==> config.mk <==
export PLATFORM = sky130hd
export DESIGN_NAME = tmr_clk_prescaler
export DESIGN_NICKNAME = d
export VERILOG_FILES = /design/src/rtl/tcp_pkg.sv /design/src/rtl/tcp_ctrl_reg.sv /design/src/rtl/tcp_prescaler.sv /design/src/rtl/tcp_pin_edge.sv /design/src/rtl/tcp_src_mux.sv /design/src/rtl/tmr_clk_prescaler.sv
export SDC_FILE = /design/constraint.sdc
export NUM_CORES = 1
export LEC_CHECK = 0
export BUFFER_PORTS_ARGS = -buffer_cell sky130_fd_sc_hd__buf_4
export CAP_MARGIN = 0
export CORE_MARGIN = 3
export CORE_UTILIZATION = 23
export CTS_CLUSTER_SIZE = 30
export DETAILED_ROUTE_END_ITERATION = 7
export GPL_ROUTABILITY_DRIVEN = 0
export MAX_ROUTING_LAYER = met4
export PLACE_DENSITY = 0.52
export SLEW_MARGIN = 10
export SYNTH_ARGS = -nofsm -noshare
export SYNTH_HDL_FRONTEND = slang
export SYNTH_SLANG_ARGS = --single-unit
==> constraint.sdc <==
create_clock -name clk -period 3.19 [get_ports clk]
set_input_delay 0.1595 -clock clk [delete_from_list [all_inputs] [get_ports clk]]
set_output_delay 0.1595 -clock clk [all_outputs]
set_load 0.02 [all_outputs]
==> src/rtl/tcp_pkg.sv <==
package tcp_pkg;

  localparam int SEL_W  = 3;
  localparam int N_TAPS = 5;

  typedef enum logic [SEL_W-1:0] {
    SRC_OFF      = 3'd0,
    SRC_DIV1     = 3'd1,
    SRC_DIV8     = 3'd2,
    SRC_DIV64    = 3'd3,
    SRC_DIV256   = 3'd4,
    SRC_DIV1024  = 3'd5,
    SRC_PIN_FALL = 3'd6,
    SRC_PIN_RISE = 3'd7
  } clk_src_e;

  // log2 of the division ratio for tap index 0..N_TAPS-1
  function automatic int tap_shift(input int idx);
    case (idx)
      0:       return 0;
      1:       return 3;
      2:       return 6;
      3:       return 8;
      default: return 10;
    endcase
  endfunction

  // a tap is due when the low 'sh' bits of the counter are all ones
  function automatic logic tap_due(input logic [31:0] cnt, input int sh);
    logic [31:0] mask;
    mask = (32'd1 << sh) - 32'd1;
    return (cnt & mask) == mask;
  endfunction

endpackage

==> src/rtl/tcp_ctrl_reg.sv <==
module tcp_ctrl_reg #(
  parameter int AW        = 6,
  parameter int CTRL_ADDR = 'h23
) (
  input  logic          clk,
  input  logic          rst_n,
  input  logic          reg_wr,
  input  logic [AW-1:0] reg_addr,
  input  logic [7:0]    reg_wdata,
  output logic [7:0]    reg_rdata,
  output logic          psr_bit
);

  localparam logic [7:0] LIVE_MASK = 8'h01;

  logic       addr_hit;
  logic [7:0] wr_val;
  logic       psr_set;

  assign addr_hit = (reg_addr == AW'(CTRL_ADDR));
  assign wr_val   = reg_wdata & LIVE_MASK;
  assign psr_set  = reg_wr && addr_hit && (wr_val == LIVE_MASK);

  // self-clearing: holds for one cycle unless written again
  always_ff @(posedge clk or negedge rst_n) begin
    if (!rst_n) psr_bit <= 1'b0;
    else        psr_bit <= psr_set;
  end

  assign reg_rdata = addr_hit ? {7'd0, psr_bit} : 8'h00;

endmodule

==> src/rtl/tcp_prescaler.sv <==
module tcp_prescaler import tcp_pkg::*; #(
  parameter int PS_W = 10
) (
  input  logic              clk,
  input  logic              rst_n,
  input  logic              clr,
  output logic [PS_W-1:0]   cnt,
  output logic [N_TAPS-1:0] tap_hit
);

  always_ff @(posedge clk or negedge rst_n) begin
    if (!rst_n)   cnt <= '0;
    else if (clr) cnt <= '0;
    else          cnt <= cnt + 1'b1;
  end

  // divided taps are masked while a restart is pending so no stale pulse leaks
  for (genvar i = 0; i < N_TAPS; i++) begin : g_tap
    if (tap_shift(i) == 0) begin : g_full
      assign tap_hit[i] = 1'b1;
    end else begin : g_div
      assign tap_hit[i] = !clr && tap_due(32'(cnt), tap_shift(i));
    end
  end

endmodule

==> src/rtl/tcp_pin_edge.sv <==
module tcp_pin_edge (
  input  logic clk,
  input  logic rst_n,
  input  logic pin,
  output logic rise,
  output logic fall
);

  logic sync1, sync2, prev;

  always_ff @(posedge clk or negedge rst_n) begin
    if (!rst_n) begin
      sync1 <= 1'b0;
      sync2 <= 1'b0;
      prev  <= 1'b0;
    end else begin
      sync1 <= pin;
      sync2 <= sync1;
      prev  <= sync2;
    end
  end

  assign rise = sync2 & ~prev;
  assign fall = ~sync2 & prev;

endmodule

==> src/rtl/tcp_src_mux.sv <==
module tcp_src_mux import tcp_pkg::*; (
  input  logic              clk,
  input  logic              rst_n,
  input  logic [SEL_W-1:0]  sel,
  input  logic [N_TAPS-1:0] tap_hit,
  input  logic              rise,
  input  logic              fall,
  output logic              en
);

  logic en_d;

  always_comb begin
    case (clk_src_e'(sel))
      SRC_DIV1:     en_d = tap_hit[0];
      SRC_DIV8:     en_d = tap_hit[1];
      SRC_DIV64:    en_d = tap_hit[2];
      SRC_DIV256:   en_d = tap_hit[3];
      SRC_DIV1024:  en_d = tap_hit[4];
      SRC_PIN_FALL: en_d = fall;
      SRC_PIN_RISE: en_d = rise;
      default:      en_d = 1'b0;
    endcase
  end

  always_ff @(posedge clk or negedge rst_n) begin
    if (!rst_n) en <= 1'b0;
    else        en <= en_d;
  end

endmodule

==> src/rtl/tmr_clk_prescaler.sv <==
module tmr_clk_prescaler import tcp_pkg::*; #(
  parameter int N_TMR     = 2,
  parameter int PS_W      = 10,
  parameter int AW        = 6,
  parameter int CTRL_ADDR = 'h23
) (
  input  logic                   clk,
  input  logic                   rst_n,
  input  logic                   reg_wr,
  input  logic [AW-1:0]          reg_addr,
  input  logic [7:0]             reg_wdata,
  output logic [7:0]             reg_rdata,
  input  logic [N_TMR-1:0]       ext_pin,
  input  logic [N_TMR*SEL_W-1:0] csel,
  output logic [N_TMR-1:0]       cnt_en
);

  // named internal events, brought out for the checker
  logic              psr_bit;
  logic [PS_W-1:0]   pre_cnt;
  logic [N_TAPS-1:0] tap_hit;
  logic [N_TMR-1:0]  pin_rise;
  logic [N_TMR-1:0]  pin_fall;

  tcp_ctrl_reg #(.AW(AW), .CTRL_ADDR(CTRL_ADDR)) u_ctrl (
    .clk       (clk),
    .rst_n     (rst_n),
    .reg_wr    (reg_wr),
    .reg_addr  (reg_addr),
    .reg_wdata (reg_wdata),
    .reg_rdata (reg_rdata),
    .psr_bit   (psr_bit)
  );

  // PS_W must cover the widest tap shift
  tcp_prescaler #(.PS_W(PS_W)) u_pre (
    .clk     (clk),
    .rst_n   (rst_n),
    .clr     (psr_bit),
    .cnt     (pre_cnt),
    .tap_hit (tap_hit)
  );

  for (genvar t = 0; t < N_TMR; t++) begin : g_tmr
    tcp_pin_edge u_edge (
      .clk   (clk),
      .rst_n (rst_n),
      .pin   (ext_pin[t]),
      .rise  (pin_rise[t]),
      .fall  (pin_fall[t])
    );

    tcp_src_mux u_mux (
      .clk     (clk),
      .rst_n   (rst_n),
      .sel     (csel[t*SEL_W +: SEL_W]),
      .tap_hit (tap_hit),
      .rise    (pin_rise[t]),
      .fall    (pin_fall[t]),
      .en      (cnt_en[t])
    );
  end

endmodule

After elaboration in Yosys (flattened, before gate mapping)
Cells that the tools add are included.

storage, ports and cells
  output and inout bits = 10
  bits in latches = 0
  word-level logic and storage cells = 49
  bits of input ports = 25
  memories kept = 0
  ROM bits = 0
  bits in registers = 19
  memory bits (writable) = 0

cells by class
  shifts and indexed selects = 0
  add/sub/neg operators = 1
  reductions and logical operators = 7
  divide/modulo/power cells = 0
  multiply operators = 0
  eq/ne operators = 19
  order comparisons = 0
  bitwise logic cells = 8
  multiplexer cells = 4

operators with widths
  kind                                           number
  == test 3 bit, second input constant           9
  one-hot mux 1 bit (7 select lines)             2
  == test 3 x 2 -> 1 bit, second input constant  4
  == test 6 bit, second input constant           2
  adder 10 x 1 -> 10 bit, second input constant  1
  == test 10 bit, second input constant          1
  2-to-1 mux 10 bit                              1
  == test 8 bit, second input constant           1
  == test 3 x 1 -> 1 bit, second input constant  2
  logical AND 1 bit                              6
  AND 1 bit                                      4
  inverter 1 bit                                 4
  zero test 1 bit                                1
  2-to-1 mux 1 bit                               1

Longest topological paths before layout
  word-level depth = 3
  depth in mapped cells = 6
  gate-level depth less buffers = 6

Cells and area by module
Synthesis repeated with hierarchy kept, for this count alone.

unflattened totals
  cells, all modules = 85
  area total of the unflattened synthesis = 999.7 sq um

by module, submodules not included
  module         area each (sq um)  seq. area each (sq um)  cells each  times used
  tcp_prescaler  505.5              250.2                   50          1
  tcp_pin_edge   90.1               75.1                    5           2
  tcp_src_mux    88.8               25.0                    6           2
  tcp_ctrl_reg   136.4              25.0                    13          1

Least setup slack after synthesis
OpenSTA, ideal clock, no wires.

  kind = register to register
  start = register u_pre.cnt[0]
  end = register g_tmr[1].u_mux.en
  required time = 3052 ps
  library setup time = 138 ps
  slack = 1808 ps
  stages on the path, launching flop included = 7
  arrival = 1243 ps
  cell sequence = dfrtp_1 ha_1 ha_1 nand2b_1 nor3_1 o31ai_1 o311ai_1

on the way
  longest elaborated chain between the ends = 3
  elaborated cells between the ends (all ways) = 9

ends and longest elaborated chain
  element                                 RTL line             source
  from (decl)                             tcp_prescaler.sv:7   output logic [PS_W-1:0] cnt,
  from (signal assigned)                  tcp_prescaler.sv:14  else cnt <= cnt + 1'b1;
  == test 10 bit (tied with other cells)  tcp_pkg.sv:32        return (cnt & mask) == mask;
  logical AND 1 bit                       tcp_prescaler.sv:22  assign tap_hit[i] = !clr && tap_due(32'(cnt), tap_shift(i));
  one-hot mux 1 bit (7 select lines) *    tcp_src_mux.sv:14    case (clk_src_e'(sel))
  net g_tmr[1].u_mux.en_d                 tcp_src_mux.sv:11    logic en_d;
  to (signal assigned)                    tcp_src_mux.sv:28    else en <= en_d;
  to (decl)                               tcp_src_mux.sv:8     output logic en

Mark *: on every way through the listed nets, which the timed path passes. The rest lies on a longest branch.

Final worst setup path
  start = register u_ctrl.psr_bit
  end = register g_tmr[0].u_mux.en

on the way
  longest elaborated chain between the ends = 3
  elaborated cells between the ends (all ways) = 6

ends and longest elaborated chain
  element                               RTL line             source
  from (decl)                           tcp_ctrl_reg.sv:11   output logic psr_bit
  from (signal assigned)                tcp_ctrl_reg.sv:27   else psr_bit <= psr_set;
  zero test 1 bit *                     tcp_prescaler.sv:22
  logical AND 1 bit                     tcp_prescaler.sv:22
  one-hot mux 1 bit (7 select lines) *  tcp_src_mux.sv:14
  net g_tmr[0].u_mux.en_d               tcp_src_mux.sv:11
  to (signal assigned)                  tcp_src_mux.sv:28
  to (decl)                             tcp_src_mux.sv:8

Marked as above.

==> results.md <==
• **status** complete, no violations
• **remaining global-route overflow** 0
• **Tcrit/Tclk final** 46.8%
• **# Post-CTS Setup Buffers** 0
• **core footprint** 3800 um2
• **vias per inst** 4.40
• **required time of the worst setup path** 3330 ps
• **Total Neg Setup Slack** 0 ps
• **most used cells in the layout excluding fill and tap cells** 20 x sky130_fd_sc_hd__buf_4, 19 x sky130_fd_sc_hd__dfrtp_1, 7 x sky130_fd_sc_hd__nand2_1, 7 x sky130_fd_sc_hd__conb_1
• **average cell area after synthesis** 10.4 um2
• **Leak Pwr** 0.000506 uW
• **cell count after synthesis** 90
• **largest net degree at the start of global routing** 20
• **Worst Path Arrival** 1640 ps
• **all-layer global routing usage** 7.46%
• **critical-path cell with the highest stage delay** sky130_fd_sc_hd__dfrtp_1
• **sequential cell area** 475 um2
• **count of H-tree levels built during CTS** 1
• **port buffer count** 20
• **commonest non-fill, non-tap cell in the layout** sky130_fd_sc_hd__buf_4
• **number of buffers added by the clock tree synthesis step** 3
• **Max Clock Skew** 1.25 ps
• **register clock-pin slew on the reported worst setup and hold paths** 70 ps
• **category of the critical setup timing path** reg2reg
• **share of layout cells above drive strength 1** 23.0%
• **clock buffer depth** 2
• **wire length of the first global-routing pass** 2960 um
• **fmax** 670 MHz
• **initial antenna violation count** 0
• **number of hold violations in the final report** 0
• **initial core utilization** 24.7%
• **Area growth syn-to-layout** 25.6%
• **number of setup violations in the final report** 0
• **vias in the first global route** 687
• **Seq cells post-synth** 19
• **max-slew violation total from the final report** 0
• **worst ir drop on vdd** 0.417 mV
• **kind of path behind the tightest hold check** in2reg
• **largest fanout of any net on the critical path** 13
• **maximum cell stage delay along the critical path** 510 ps
• **Max-Cap Viols** 0
• **clock sink count** 19
• **number of primary I/O pins** 35
• **initial drt markers** 10
• **multi-input combinational cell area** 414 um2
• **root buffer cell** sky130_fd_sc_hd__clkbuf_8
• **die span in y** 69.9 um
• **net count reported at finish** 141
• **wire length reported by the detailed router** 1660 um
• **Final min period** 1490 ps
• **Die X** 69.9 um
• **adder and majority cell fraction of the synthesized area** 2.67%
• **cell-by-cell trace of the critical path** nand4b_1 > nor2_1 > nand2_1 > o311ai_1
• **endpoint class of the critical path** flop
• **routed wire length per instance** 10.3 um
• **CTS tree** done
• **parity-gate share of the synthesized area counting xor and xnor cells** 3.73%
• **Hold Worst Slack** 134 ps
• **TritonRoute pass-1 iters** 4
• **Yosys Warn Count** 0
• **multiplexer area fraction after synthesis** 0%
• **share of synthesized cell area in and, or, nand and nor gates** 25.3%
• **count of vias placed by the detailed router** 708
• **unrepaired setup endpoints after global routing** no
• **number of filler instances in the final layout** 415
• **Seq/Total Area, Yosys** 50.7%
• **Critical Path Source Type** flop
• **final antenna-violating net count** 0
• **row count** 22
• **power density normalized to cell area** 594 nW/um2
• **antenna fix cells** 0
• **largest family of logic cells by synthesized area** simple AND/OR/NAND/NOR gates
• **worst skew pair latency** 250 ps
• **overall die area** 4880 um2
• **synthesized-area fraction occupied by ao, oa, aoi and oai cells** 9.60%
• **netlist area before placement** 938 um2
• **number of remaining DRC errors** 0
• **library cells used by synthesis** 30
• **filler-free cell count of the finished design** 161
• **dpl cells** 154
-- flip-flops by register name (all words and copies together), names as in the netlist --
| signal | cells |
|---|---|
| u_pre.cnt | 10 |
| g_tmr.u_edge.prev | 2 |
| g_tmr.u_edge.sync1 | 2 |
| g_tmr.u_edge.sync2 | 2 |
| g_tmr.u_mux.en | 2 |
| u_ctrl.psr_bit | 1 |
-- metrics by stage --
| stage | instance area, um2 | total power [uW] | utilization [%] | setup slack, ps |
|---|---|---|---|---|
| 2_1_floorplan | 961 | 476 | - | 1810 |
| 3_3_place_gp | 1100 | 527 | 29.0 | 1690 |
| 3_5_place_dp | 1100 | 531 | 29.0 | 1690 |
| 4_1_cts | 1170 | 707 | 30.8 | 1660 |
| 5_1_grt | 1180 | 762 | 31.0 | 1490 |
| 6_report | 1180 | 700 | 31.0 | 1700 |
-- path summary, 6_finish.rpt --
check / end / from / slack, ps / cells after the start
worst max-delay path: g_tmr[0].u_mux.en / u_ctrl.psr_bit / 1700 / 4
worst min-delay path: u_ctrl.psr_bit / reg_wr / 130 / 2
worst max register to register: g_tmr[0].u_mux.en / u_ctrl.psr_bit / 1700 / 4
worst min register to register: g_tmr[0].u_edge.sync2 / g_tmr[0].u_edge.sync1 / 350 / 0
max in group asynchronous: u_pre.cnt[4] / rst_n / 2690 / 2
min in group asynchronous: g_tmr[1].u_edge.prev / rst_n / 310 / 2
-- area by class of cell --
| class | count | area share, % |
|---|---|---|
| clock buffers | 3 | 3.50 |
| clock inverters | 1 | 0.637 |
| multi-input cells | 67 | 35.1 |
| repair buffers | 23 | 15.3 |
| flip-flops and latches | 19 | 40.3 |
| well taps | 48 | 5.10 |
-- synthesized netlist by cell type --
cell	instances	area share, %
sky130_fd_sc_hd__nor3_1	2	1.1
sky130_fd_sc_hd__nand3_1	2	1.1
sky130_fd_sc_hd__o31ai_1	2	1.6
sky130_fd_sc_hd__and3_1	2	1.3
sky130_fd_sc_hd__nand3b_1	2	1.6
sky130_fd_sc_hd__o21ai_0	6	3.2
sky130_fd_sc_hd__xnor2_1	2	1.9
sky130_fd_sc_hd__and2_1	1	0.67
sky130_fd_sc_hd__conb_1	1	0.40
sky130_fd_sc_hd__o22ai_1	2	1.3
sky130_fd_sc_hd__or3_1	3	2.0
sky130_fd_sc_hd__nand4b_1	2	1.9
sky130_fd_sc_hd__o311ai_1	2	1.9
sky130_fd_sc_hd__a21oi_1	3	1.6
sky130_fd_sc_hd__nor4bb_1	2	2.1
sky130_fd_sc_hd__nor4_2	1	1.3
sky130_fd_sc_hd__nand3_2	1	1.1
sky130_fd_sc_hd__nand2_1	7	2.8
sky130_fd_sc_hd__and4b_1	1	1.1
sky130_fd_sc_hd__nand4_1	1	0.67
sky130_fd_sc_hd__buf_4	9	7.2
sky130_fd_sc_hd__nand2b_1	1	0.67
sky130_fd_sc_hd__clkbuf_1	1	0.40
sky130_fd_sc_hd__nor2b_1	2	1.3
sky130_fd_sc_hd__nor4_1	2	1.3
sky130_fd_sc_hd__nor2_1	6	2.4
sky130_fd_sc_hd__ha_1	2	2.7
sky130_fd_sc_hd__xor2_1	2	1.9
sky130_fd_sc_hd__nor4b_1	1	0.93
sky130_fd_sc_hd__dfrtp_1	19	51
-- critical path, delay by kind of cell, from the launching register on --
family	cells	cell delay [ps]
AO/OA/AOI/OAI	1	270
AND/OR/NAND/NOR	3	600
flip-flops	1	510
-- cell families (layout without fill, tap and decap cells) --
family                   after synthesis  in the layout
AND/OR/NAND/NOR                       39             39
flip-flops                            19             19
AO/OA/AOI/OAI                         15             15
buffers and inverters                 10             27
XOR/XNOR                               4              4
adder cells (fa/ha/maj)                2              2
other                                  1              7
-- routing by layer --
| metal | global-route usage [%] | vias up | wire [um] |
|---|---|---|---|
| met1 | 9.33 | 330 | 786 |
| met5 | - | - | 0 |
| met4 | 0.638 | 0 | 0 |
| met3 | 3.02 | 0 | 104 |
| li1 | - | 356 | - |
| met2 | 11.9 | 22 | 770 |
-- report_power, final --
part / internal [uW] / total (uW) / leakage [uW] / switching (uW)
registers: 291 / 349 / 0.000234 / 58.2
clock network: 87.9 / 170 / 0.0000217 / 81.7
logic: 83.8 / 181 / 0.000250 / 97.3
total: 462 / 700 / 0.000506 / 237
-- repair_timing --
item                      in CTS  in global routing
hold buffers                   2                  1
hold endpoints to repair      20                  1
resized for setup              0                  0
Power figures use the tool's default switching activity.
